===== src/rtl/pea_pkg.sv =====
package pea_pkg;

    typedef enum logic [1:0] {
        WS_IDLE  = 2'd0,
        WS_FETCH = 2'd1,
        WS_WAIT  = 2'd2,
        WS_DONE  = 2'd3
    } walk_state_e;

    // Memory sizes the block accepts, in words.
    function automatic bit size_ok(input int unsigned words);
        return (words == 4096)  || (words == 8192)  || (words == 12288) ||
               (words == 16384) || (words == 24576) || (words == 32768);
    endfunction

endpackage


===== src/rtl/pea_page_form.sv =====
module pea_page_form #(
    parameter int ADDR_W = 15,
    parameter int OFF_W  = 10
) (
    input  logic [ADDR_W:0]   instr,
    input  logic [ADDR_W-1:0] pc,
    output logic [ADDR_W-1:0] base_addr,
    output logic              indirect
);
    localparam int PAGE_W = ADDR_W - OFF_W;

    logic              cur_page;
    logic [PAGE_W-1:0] page_bits;
    logic              form_unused;

    assign cur_page  = instr[OFF_W];
    assign page_bits = cur_page ? pc[ADDR_W-1:OFF_W] : '0;
    assign base_addr = {page_bits, instr[OFF_W-1:0]};
    assign indirect  = instr[ADDR_W];

    assign form_unused = ^{instr[ADDR_W-1:OFF_W+1], pc[OFF_W-1:0]};

endmodule


===== src/rtl/pea_range_gate.sv =====
module pea_range_gate #(
    parameter int ADDR_W    = 15,
    parameter int MEM_WORDS = 32768
) (
    input  logic [ADDR_W-1:0] addr,
    output logic              in_range
);
    generate
        if (MEM_WORDS >= (1 << ADDR_W)) begin : g_full
            logic addr_unused;
            assign addr_unused = ^addr;
            assign in_range    = 1'b1;
        end else begin : g_cmp
            localparam logic [ADDR_W:0] LIMIT = (ADDR_W + 1)'(MEM_WORDS);
            assign in_range = ({1'b0, addr} < LIMIT);
        end
    endgenerate

endmodule


===== src/rtl/pea_walk_fsm.sv =====
module pea_walk_fsm
    import pea_pkg::*;
#(
    parameter int ADDR_W = 15,
    parameter int LVL_W  = 8
) (
    input  logic              clk,
    input  logic              rst_n,
    input  logic              start,
    input  logic              indirect,
    input  logic [ADDR_W-1:0] base_addr,
    input  logic              ptr_in_range,
    input  logic              mem_req_ready,
    input  logic              mem_rsp_valid,
    input  logic [ADDR_W:0]   mem_rsp_data,
    output logic [ADDR_W-1:0] ptr_addr,
    output logic [ADDR_W-1:0] ea_addr,
    output logic [LVL_W-1:0]  level,
    output logic              mem_req_valid,
    output logic              done,
    output walk_state_e       state
);
    walk_state_e       state_q, state_d;
    logic [ADDR_W-1:0] ptr_q, ea_q;
    logic [LVL_W-1:0]  level_q, level_inc;
    logic              word_ind;

    assign word_ind  = mem_rsp_data[ADDR_W];
    assign level_inc = (level_q == '1) ? level_q : level_q + 1'b1;

    // State register
    always_ff @(posedge clk or negedge rst_n) begin
        if (!rst_n) begin
            state_q <= WS_IDLE;
        end else begin
            state_q <= state_d;
        end
    end

    // Transitions
    always_comb begin
        state_d = state_q;
        unique case (state_q)
            WS_IDLE: begin
                if (start) begin
                    state_d = indirect ? WS_FETCH : WS_DONE;
                end
            end
            WS_FETCH: begin
                if (!ptr_in_range) begin
                    state_d = WS_DONE;
                end else if (mem_req_ready) begin
                    state_d = WS_WAIT;
                end
            end
            WS_WAIT: begin
                if (mem_rsp_valid) begin
                    state_d = word_ind ? WS_FETCH : WS_DONE;
                end
            end
            WS_DONE: state_d = WS_IDLE;
            default: state_d = WS_IDLE;
        endcase
    end

    // Pointer, result and level registers
    always_ff @(posedge clk or negedge rst_n) begin
        if (!rst_n) begin
            ptr_q   <= '0;
            ea_q    <= '0;
            level_q <= '0;
        end else begin
            unique case (state_q)
                WS_IDLE: begin
                    if (start) begin
                        ptr_q   <= base_addr;
                        level_q <= '0;
                        if (!indirect) begin
                            ea_q <= base_addr;
                        end
                    end
                end
                WS_FETCH: begin
                    if (!ptr_in_range) begin
                        ea_q    <= '0;
                        level_q <= level_inc;
                    end
                end
                WS_WAIT: begin
                    if (mem_rsp_valid) begin
                        level_q <= level_inc;
                        if (word_ind) begin
                            ptr_q <= mem_rsp_data[ADDR_W-1:0];
                        end else begin
                            ea_q <= mem_rsp_data[ADDR_W-1:0];
                        end
                    end
                end
                default: ;
            endcase
        end
    end

    // Outputs
    always_comb begin
        mem_req_valid = 1'b0;
        done          = 1'b0;
        unique case (state_q)
            WS_FETCH: mem_req_valid = ptr_in_range;
            WS_DONE:  done          = 1'b1;
            default: ;
        endcase
    end

    assign ptr_addr = ptr_q;
    assign ea_addr  = ea_q;
    assign level    = level_q;
    assign state    = state_q;

endmodule


===== src/rtl/paged_ea_unit.sv =====
module paged_ea_unit
    import pea_pkg::*;
#(
    parameter int ADDR_W    = 15,
    parameter int OFF_W     = 10,
    parameter int MEM_WORDS = 32768,
    parameter int LVL_W     = 8
) (
    input  logic              clk,
    input  logic              rst_n,
    input  logic              start,
    input  logic [ADDR_W:0]   instr,
    input  logic [ADDR_W-1:0] pc,
    output logic              mem_req_valid,
    input  logic              mem_req_ready,
    output logic [ADDR_W-1:0] mem_req_addr,
    input  logic              mem_rsp_valid,
    input  logic [ADDR_W:0]   mem_rsp_data,
    output logic [ADDR_W-1:0] ea_addr,
    output logic              ea_done,
    output logic              acc_hit,
    output logic [LVL_W-1:0]  ind_level
);
    localparam int ACC_LIMIT = 2;

    generate
        if (!size_ok(MEM_WORDS)) begin : g_bad_size
            $error("paged_ea_unit: MEM_WORDS must be 4K, 8K, 12K, 16K, 24K or 32K words");
        end
    endgenerate

    logic [ADDR_W-1:0] base_addr;
    logic              indirect;
    logic [ADDR_W-1:0] ptr_addr;
    logic              ptr_in_range;
    walk_state_e       walk_st;

    pea_page_form #(
        .ADDR_W (ADDR_W),
        .OFF_W  (OFF_W)
    ) u_form (
        .instr     (instr),
        .pc        (pc),
        .base_addr (base_addr),
        .indirect  (indirect)
    );

    pea_range_gate #(
        .ADDR_W    (ADDR_W),
        .MEM_WORDS (MEM_WORDS)
    ) u_gate (
        .addr     (ptr_addr),
        .in_range (ptr_in_range)
    );

    pea_walk_fsm #(
        .ADDR_W (ADDR_W),
        .LVL_W  (LVL_W)
    ) u_walk (
        .clk           (clk),
        .rst_n         (rst_n),
        .start         (start),
        .indirect      (indirect),
        .base_addr     (base_addr),
        .ptr_in_range  (ptr_in_range),
        .mem_req_ready (mem_req_ready),
        .mem_rsp_valid (mem_rsp_valid),
        .mem_rsp_data  (mem_rsp_data),
        .ptr_addr      (ptr_addr),
        .ea_addr       (ea_addr),
        .level         (ind_level),
        .mem_req_valid (mem_req_valid),
        .done          (ea_done),
        .state         (walk_st)
    );

    assign mem_req_addr = ptr_addr;
    assign acc_hit      = ({1'b0, ea_addr} < (ADDR_W + 1)'(ACC_LIMIT));

endmodule


===== config.mk =====
export PLATFORM = sky130hd
export DESIGN_NAME = paged_ea_unit
export DESIGN_NICKNAME = d
export VERILOG_FILES = /design/src/rtl/pea_pkg.sv /design/src/rtl/pea_page_form.sv /design/src/rtl/pea_range_gate.sv /design/src/rtl/pea_walk_fsm.sv /design/src/rtl/paged_ea_unit.sv
export SDC_FILE = /design/constraint.sdc
export NUM_CORES = 1
export LEC_CHECK = 0
export CORE_MARGIN = 8
export CORE_UTILIZATION = 31
export DETAILED_ROUTE_END_ITERATION = 12
export DONT_BUFFER_PORTS = 1
export HOLD_SLACK_MARGIN = 0.05
export PLACE_DENSITY_LB_ADDON = 0.25
export SLEW_MARGIN = 20
export SYNTH_ARGS = -nofsm -noshare
export SYNTH_HDL_FRONTEND = slang
export SYNTH_SLANG_ARGS = --single-unit

===== constraint.sdc =====
create_clock -name clk -period 2.5 [get_ports clk]
set_input_delay 0.125 -clock clk [delete_from_list [all_inputs] [get_ports clk]]
set_output_delay 0.125 -clock clk [all_outputs]
set_load 0.01 [all_outputs]

==> metrics.csv, run 1 <==
metric,value,unit
endpoint type of the worst setup path,output pin,
final worst slack,0.640,ns
n_diodes,0,
Hold Path Class,in -> reg,
H-tree depth,2,
Final ANT Viol Nets,0,
share of cells above drive strength 1,9.55,%
final setup violation count,0,
Initial Util,32.3,%
Tcrit/Tclk final,74.4,%
number of buffers and inverters on the critical path,0,
RSZ-0062 raised after global routing,no,
max cap viols,0,
vias in the first global route,1443,
Pwr per Cell Area,1240,nW/um^2
pin count of the biggest net entering global routing,41,
Layout area overhead,9.71,%
die area,9020,sq um
YS warnings,0,
Critical R2R Capture,u_walk.ptr_addr[1],
crit path DAT,1.73,ns
WL per Instance,18.1,um
Port-buffer cells,0,
I/O pins,93,
Worst Reg-to-Reg Cells,4,
post-synthesis instance total,196,
global-route wire length before repair,7.64,mm
gpl congestion,0.737,
TritonCTS clock tree,built,
first-pass iteration count of the detailed router,5,
GRT Overall Usage,10.9,%
row cnt,28,
die height,95.0,um
clk_lat worst skew,0.29,ns
post_cts resized,0,
"Largest stage delay, worst path",0.54,ns
register area share after synthesis,51.8,%
cell family with most CP delay,simple AND/OR/NAND/NOR gates,
Worst Tran Pin Value,0.543,ns
synthesized netlist net count,249,
via count,1465,
initial drt markers,81,
reg2reg setup slack,0.68,ns
worst-path maximum fanout,3,
critical-path cell list,or4_1 > nor4_1,
Syn Area/Cell,9.86,sq um
max_slew headroom,63.8,%
Netlist cell types,37,
clock buffer depth,2,
total grt overflow,0,
clk slew on worst S/H paths,0.08,ns
"Net count, final",252,
f_max,538,MHz
Hold Path End,u_walk.ptr_addr[3],
Die X,95.0,um
CP Launch Type,flop,
post-place setup slack,0.679,ns
leakage,0.000902,uW
Num CTS Buffers,5,
DR vias/cell,5.35,
Post-route DRC,0,
Hold Slack,0.0656,ns
kind of critical path,reg -> out,
TNS Setup,0,ns
Fin. Hold Viols,0,
Yosys reg bits,40,
clk_skew,0.00348,ns
worst-path cell with the longest stage delay,or4_1,
CTS Root Cell,clkbuf_8,
hold wc startpoint,mem_rsp_data[3],
worst path required time,2.38,ns
max-slew violations,0,
WL final,4.96,mm
post-synthesis cell area,1930,sq um
Clock Sinks,40,
worst r2r src,u_walk.state[1],
initial antenna violation count,0,
HPWL after detailed placement,3.64,mm
hold path depth,2,
CP Depth,2,
CORE AREA,5990,sq um
fin crit period,1.86,ns
peak supply drop,0.491,mV
run status,"complete, no violations",
==> cell type report <==
cell class / count / area, sq um
Clock buffer: 5 / 68.8
Clock inverter: 2 / 12.5
Fill cell: 606 / 3870
Inverter: 4 / 15.0
Multi-Input combinational cell: 139 / 840
Sequential cell: 40 / 1000
Tap cell: 75 / 93.8
Timing Repair Buffer: 9 / 90.1
==> per-stage QoR <==
step / total power (uW) / instance area (sq um) / util [%] / std cells
floorplan: 2010 / 1930 / - / 196
detailed placement: 2230 / 1980 / 33.0 / 262
CTS: 2680 / 2110 / 35.2 / 273
global placement: 2210 / 1980 / 33.0 / 262
global route: 2850 / 2120 / 35.4 / 274
finish: 2630 / 2120 / 35.4 / 274
==> worst max path at each step <==
stage,start,to
CTS,u_walk.ea_addr[13],acc_hit
finish,u_walk.ea_addr[13],acc_hit
floorplan,u_walk.level[0],u_walk.level[5]
detailed placement,u_walk.state[1],u_walk.ea_addr[11]
global placement,u_walk.state[1],u_walk.ptr_addr[1]
global route,u_walk.state[1],u_walk.ea_addr[11]
==> logic make-up (layout without fill, tap and decap cells) <==
| group | after synthesis | count (layout) | share of synthesized area [%] |
|---|---|---|---|
| compound gates | 56 | 56 | 18.3 |
| buf+inv | 17 | 20 | 4.98 |
| simple gates | 68 | 68 | 17.1 |
| flops | 40 | 40 | 51.8 |
| fa+ha+maj | 1 | 1 | 0.647 |
| mux | 14 | 14 | 7.25 |
==> metal layers <==
layer	track usage (%)	share of wire [%]
met1	13.4	43
met2	17.6	49
met3	3.33	7.1
met4	4.29	1.1
met5	0	0
==> cell usage after synthesis (all sizes together) <==
| master | number | area (sq um) |
|---|---|---|
| and4 | 1 | 8.76 |
| nand2b | 3 | 18.8 |
| nor4 | 3 | 18.8 |
| a41oi | 1 | 8.76 |
| and3 | 7 | 43.8 |
| mux2i | 14 | 140 |
| o32ai | 1 | 8.76 |
| buf | 9 | 66.3 |
| nand3b | 3 | 22.5 |
| nand4 | 1 | 6.26 |
| inv | 4 | 15.0 |
| o2111ai | 1 | 8.76 |
| nor3 | 1 | 5.00 |
| dfrtp | 40 | 1000 |
| o31ai | 1 | 7.51 |
| a21boi | 1 | 7.51 |
| ha | 1 | 12.5 |
| o211ai | 1 | 7.51 |
| o21ai | 2 | 10.0 |
| a32o | 1 | 10.0 |
| a21oi | 41 | 231 |
| nor2b | 1 | 6.26 |
| and2 | 1 | 6.26 |
| o311ai | 2 | 17.5 |
| or3b | 1 | 11.3 |
| or4 | 1 | 7.51 |
| nand3 | 5 | 25.0 |
| nor2 | 32 | 120 |
| a221o | 1 | 10.0 |
| nand2 | 8 | 30.0 |
| a22o | 2 | 17.5 |
| a21o | 1 | 7.51 |
| clkbuf | 4 | 15.0 |
==> worst reg2reg max path: cells and delay by family, from the launching register on <==
kind,cells,cell delay (ns)
compound gates,1,0.10
buf+inv,1,0.30
flops,1,0.69
mux,1,0.27
simple gates,1,0.33
==> flip-flops by register name (all words and copies together) (netlist names) <==
signal,count
u_walk.level,8
u_walk.state,2
u_walk.ea_addr,15
u_walk.ptr_addr,15
==> where the power goes <==
group	switching, uW	leakage (uW)	internal (uW)	total (uW)
Combinational	493	0.000395	344	837
Clock	226	0.0000400	189	415
Sequential	438	0.000468	934	1370
Total	1160	0.000902	1470	2630
==> repair_timing <==
action | 4_1_cts | 5_1_grt
buffers inserted | 0 | 0
endpoints found under the setup margin | 0 | 0
endpoints found under the hold margin | 43 | 1
hold buffers | 4 | 1
==> cells in the final DEF, fill, tap and decap left out, types with 3 or more instances in the layout <==
cell           netlist  final
buf_4                1      4
dfrtp_1             40     40
dlygate4sd3_1        0      4
nand2_1              8      8
clkbuf_8             0      5
and3_1               7      7
nand2b_1             3      3
nor2_1              32     32
nand3b_1             3      3
nand3_1              5      5
a21oi_2              4      5
a21oi_1             36     35
inv_1                4      4
nor4_1               3      3
mux2i_1             14     14
(Power assumes the default switching activity.)
==> run 2, diff against run 1 <==
--- a/config.mk
+++ b/config.mk
@@ -5,6 +5,7 @@
 export SDC_FILE = /design/constraint.sdc
 export NUM_CORES = 1
 export LEC_CHECK = 0
+export ABC_AREA = 1
 export CORE_MARGIN = 8
 export CORE_UTILIZATION = 31
 export DETAILED_ROUTE_END_ITERATION = 12
==> constraint.sdc (replaced) <==
create_clock -name clk -period 1.7 [get_ports clk]
set_input_delay 0.085 -clock clk [delete_from_list [all_inputs] [get_ports clk]]
set_output_delay 0.085 -clock clk [all_outputs]
set_load 0.01 [all_outputs]
==> run 2 against run 1 <==
Compared with the run above:
- global-route usage rose by 1.1 points
- combinational power up 120%
- sequential power rose by 32%
- critical path depth is 5 higher
- power rose by 68%
- area after synthesis rose by 6.1%
- clock-buffer cell count is 1 higher
- sequential share of layout area shrank 3.8 points
- critical endpoint is now u_walk.ptr_addr[1]
==> metrics.csv, run 2 <==
metric,value,unit
synth top area cells,"dfrtp_1 49%, nand2_1 26%, inv_1 3.3%",
most common flop cell mapped by yosys,dfrtp_1,
GRT Overall Usage,12.1,%
initial drt markers,73,
Pwr per Cell Area,1910,nW/um^2
dpl cells,353,
DR vias/cell,4.80,
Final ANT Viol Nets,0,
WL final,5.84,mm
Syn Area/Cell,7.38,sq um
Netlist cell types,22,
number of synthesized flops with an enable pin,0,
clk_lat worst skew,0.29,ns
post-synthesis instance total,278,
Layout area overhead,12.4,%
HPWL after detailed placement,4.41,mm
"most common cell after layout, fill and taps aside",nand2_1,
die height,97.3,um
post_cts resized,0,
endpoint type of the worst setup path,flop,
pin count of the biggest net entering global routing,41,
via count,1760,
Synth top cells by count,"142 x nand2_1, 40 x dfrtp_1, 18 x inv_1",
CORE AREA,6390,sq um
Worst Tran Pin Value,0.478,ns
WL per Instance,15.9,um
total grt overflow,0,
Clock Sinks,40,
crit path DAT,1.74,ns
TNS Setup,0,ns
met2 wire length,2.71,mm
max_slew headroom,68.1,%
top cell type's share of synthesized area,48.8,%
final setup violation count,0,
share of cells above drive strength 1,9.66,%
Tcrit/Tclk final,92.0,%
register area share after synthesis,48.8,%
worst-path maximum fanout,15,
Die X,97.3,um
I/O pins,93,
n_diodes,0,
non-filler instance count after layout,367,
clk_skew,0.00459,ns
leading area contributor after synthesis,dfrtp_1,
synthesized netlist net count,331,
Final Power,4410,uW
Post-route DRC,0,
initial antenna violation count,0,
most frequent cell after synthesis,nand2_1,
RSZ-0062 raised after global routing,no,
die area,9470,sq um
gpl congestion,0.773,
row cnt,29,
routed metal-1 wirelength,2.44,mm
Hold Path Class,in -> reg,
H-tree depth,2,
CP Launch Type,flop,
fin crit period,1.56,ns
Hold Slack,0.0574,ns
peak supply drop,0.593,mV
Port-buffer cells,0,
global-route wire length before repair,9.22,mm
Initial Util,32.1,%
Num CTS Buffers,5,
CTS Root Cell,clkbuf_8,
Top Layer Used,met4,
run status,"complete, no violations",
post-synthesis cell area,2050,sq um
kind of critical path,reg -> reg,
max cap viols,0,
worst path required time,1.88,ns
YS warnings,0,
"Setup Fix Bufs, Post-CTS",0,
first-pass iteration count of the detailed router,4,
"Net count, final",342,
leakage,0.00120,uW
ys async rst share,100,%
Fin. Hold Viols,0,
TritonCTS clock tree,built,
DR WL met3,638,um
Yosys reg bits,40,
most frequent cells in the layout,"142 x nand2_1, 40 x dfrtp_1, 18 x inv_1",
f_max,639,MHz
vias in the first global route,1784,
clock buffer depth,2,
max-slew violations,0,
clk slew on worst S/H paths,0.08,ns
## run 2: cell count changes after synthesis, sizes merged, moves of 4 or more
cell | previous run | this run
nand3 | 5 | 15
clkbuf | 4 | 0
o21ai | 2 | 22
nor2 | 32 | 15
nand2 | 8 | 145
and3 | 7 | 0
a21oi | 41 | 3
inv | 4 | 21
mux2i | 14 | 0
## run 2: area by class of cell
type / count / area [sq um]
tap: 77 / 96.3
clock buffer: 6 / 72.6
clock inverter: 2 / 35.0
sequential: 40 / 1000
timing repair buffer: 11 / 105
inverter: 21 / 78.8
fill: 694 / 4080
multi-input combinational: 210 / 916
## run 2: power by group
part	switching, uW	internal, uW
registers	478	1330
logic	1260	574
clock network	331	436
## run 2: per-stage QoR
step	util (%)	setup slack, ns	area (sq um)
2_1_floorplan	-	0.401	2050
3_3_place_gp	33.4	0.174	2130
3_5_place_dp	33.4	0.138	2130
4_1_cts	36.0	0.121	2300
5_1_grt	36.1	0.00111	2300
6_report	36.1	0.136	2300
## run 2: final timing paths
path | start | endpoint | slack (ns) | cells past startpoint
hold reg to reg | u_walk.ptr_addr[12] | u_walk.ptr_addr[12] | 0.55 | 2
setup / recovery | u_walk.state[1] | u_walk.ptr_addr[1] | 0.14 | 7
min in group asynchronous | rst_n | u_walk.ea_addr[9] | 0.24 | 2
setup reg to reg | u_walk.state[1] | u_walk.ptr_addr[1] | 0.14 | 7
hold / removal | mem_rsp_data[12] | u_walk.ptr_addr[12] | 0.06 | 4
max in group asynchronous | rst_n | u_walk.level[2] | 1.25 | 2
## run 2: logic make-up (layout without fill, tap and decap cells)
kind of cell / count (synthesis) / in the layout / synth area share [%]
XOR/XNOR: 1 / 1 / 0.427
buffers and inverters: 29 / 40 / 6.83
flip-flops: 40 / 40 / 48.8
AND/OR/NAND/NOR: 182 / 183 / 37.0
adder cells (fa/ha/maj): 1 / 1 / 0.610
AO/OA/AOI/OAI: 25 / 25 / 6.28
## run 2: timing repair
action / in CTS / in global routing
hold buffers: 5 / 0
endpoints found under the hold margin: 42 / 0
endpoints found under the setup margin: 0 / 3
## run 2: metal layers
layer | up-vias | GRT usage, %
li1 | 889 | -
met4 | 0 | 3.50
met2 | 67 | 18.8
met3 | 6 | 5.55
met5 | - | 0
met1 | 798 | 14.5
## run 2: critical path: stages (launching register included)
cell     delay [ns]
dfrtp_1        0.50
nor2_2         0.07
nand2_2        0.10
nand3_4        0.17
nor2_4         0.26
inv_2          0.18
nand2_1        0.10
nand2_1        0.05
==> run 3, diff against run 2 <==
--- a/config.mk
+++ b/config.mk
@@ -6,6 +6,7 @@
 export NUM_CORES = 1
 export LEC_CHECK = 0
 export ABC_AREA = 1
+export ABC_CLOCK_PERIOD_IN_PS = 1300
 export CORE_MARGIN = 8
 export CORE_UTILIZATION = 31
 export DETAILED_ROUTE_END_ITERATION = 12
==> constraint.sdc (replaced) <==
create_clock -name clk -period 1.3 [get_ports clk]
set_input_delay 0.065 -clock clk [delete_from_list [all_inputs] [get_ports clk]]
set_output_delay 0.065 -clock clk [all_outputs]
set_load 0.01 [all_outputs]
==> run 3 against run 2 <==
Compared with the run above:
- utilization increased by 9.5 points
- critical path depth increased by 1
- the flow now finishes with violations (negative setup slack)
- hold slack got worse by 0.0043 ns
- highest routed layer unchanged
==> metrics.csv, run 3 (synthesized netlist as in run 2, its figures left out) <==
metric,value,unit
clk_skew,0.00594,ns
Critical Path Start,u_walk.state[1],
hold wc startpoint,mem_rsp_data[4],
pin count of the biggest net entering global routing,41,
"Largest stage delay, worst path",0.48,ns
Critical R2R Capture,u_walk.ea_addr[0],
Layout area overhead,42.1,%
worst path required time,1.47,ns
Port-buffer cells,0,
f_max,732,MHz
CTS Root Cell,clkbuf_8,
endpoint type of the worst setup path,flop,
run status,"finished, violations left",
crit path DAT,1.54,ns
Fillers,656,
post-place setup slack,-0.0953,ns
vias in the first global route,1993,
CP Launch Type,flop,
Die X,97.3,um
initial drt markers,84,
row cnt,29,
Final Util,45.6,%
dpl cells,378,
"most common cell after layout, fill and taps aside",nand2_1,
clock buffer depth,2,
failing checks,negative setup slack,
Post-route DRC,0,
total grt overflow,0,
cell family with most CP delay,simple AND/OR/NAND/NOR gates,
die height,97.3,um
clk_lat worst skew,0.29,ns
Fin. Hold Viols,0,
Worst Tran Pin Value,0.236,ns
worst-path maximum fanout,7,
final worst slack,-0.0657,ns
Final ANT Viol Nets,0,
max-slew violations,0,
I/O pins,93,
via count,1977,
peak supply drop,1.07,mV
most frequent cells in the layout,"132 x nand2_1, 36 x dfrtp_1, 31 x buf_4",
H-tree depth,2,
Clock Sinks,40,
max_slew headroom,84.3,%
critical path endpoint,u_walk.ea_addr[0],
clk slew on worst S/H paths,0.08,ns
critical-path cell list,nor2_4 > nand2_4 > nand3_4 > buf_12 > nor2_4 > buf_6 > nand2_2 > nand2_1,
die area,9470,sq um
n_diodes,0,
kind of critical path,reg -> reg,
"Net count, final",388,
final setup violation count,29,
Pwr per Cell Area,2510,nW/um^2
fin crit period,1.37,ns
worst r2r src,u_walk.state[1],
gpl congestion,0.803,
Final Power,7320,uW
non-filler instance count after layout,412,
max cap viols,0,
Num CTS Buffers,5,
cell mode on critical path,nor2_4,
WL final,6.70,mm
Worst Reg-to-Reg Cells,8,
Hold Path Class,in -> reg,
leakage,0.00148,uW
TritonCTS clock tree,built,
worst-path cell with the longest stage delay,dfrtp_2,
reg2reg setup slack,-0.07,ns
first-pass iteration count of the detailed router,4,
RSZ-0062 raised after global routing,yes,
Tcrit/Tclk final,105,%
number of buffers and inverters on the critical path,2,
CP Depth,8,
Initial Util,32.1,%
global-route wire length before repair,10.6,mm
initial antenna violation count,0,
share of cells above drive strength 1,26.9,%
CORE AREA,6390,sq um
WL per Instance,16.3,um
GRT Overall Usage,13.7,%
HPWL after detailed placement,4.66,mm
DR vias/cell,4.80,
## run 3: layer usage
metal  GRT usage, %  up-vias  wire length [um]
li1               -      985                 -
met1           16.8      917              2790
met2           22.6       73              3300
met3           4.98        2               596
met4           2.80        0                19
met5              0        -                 0
## run 3: power breakdown
| part | switching (uW) | internal (uW) | total (uW) |
|---|---|---|---|
| clock network | 444 | 756 | 1200 |
| registers | 631 | 1750 | 2380 |
| logic | 2150 | 1580 | 3740 |
## run 3: stage by stage
stage / area, sq um / TNS [ns] / hold WS [ns]
5_1_grt: 2910 / -3.68 / 0.0647
2_1_floorplan: 2050 / 0 / -0.231
6_report: 2910 / -0.746 / 0.0531
3_5_place_dp: 2320 / -2.16 / -0.229
4_1_cts: 2840 / -1.25 / 0.0526
3_3_place_gp: 2320 / -1.00 / -0.229
## run 3: worst min-delay path by stage
stage | slack [ns] | cells after the start | endpoint
finish | 0.05 | 4 | u_walk.ptr_addr[4]
global route | 0.06 | 4 | u_walk.ea_addr[4]
CTS | 0.05 | 4 | u_walk.ea_addr[4]
detailed placement | -0.23 | 0 | u_walk.ea_addr[13]
global placement | -0.23 | 0 | u_walk.ea_addr[13]
floorplan | -0.23 | 0 | u_walk.ea_addr[0]
## run 3: final cells by class
cell class / instances / area [sq um] / share of cell area [%]
clock inverter: 2 / 60.1 / 2.06
tap: 77 / 96.3 / 3.31
inverter: 21 / 86.3 / 2.96
clock buffer: 5 / 68.8 / 2.36
timing repair buffer: 55 / 513 / 17.6
multi-input combinational: 212 / 1080 / 37.2
sequential: 40 / 1010 / 34.5
## run 3: what timing repair did
item,in CTS,in global routing
hold buffers,14,0
hold endpoints to repair,51,0
cloned,3,0
buffers inserted,10,1
gates resized for setup,36,18
pin swaps,11,10
endpoints found under the setup margin,38,41
## run 3: worst register-to-register path: cells and delay by family (launching register included)
kind | cells | cell delay [ns]
buf+inv | 2 | 0.27
flops | 1 | 0.48
simple gates | 6 | 0.51
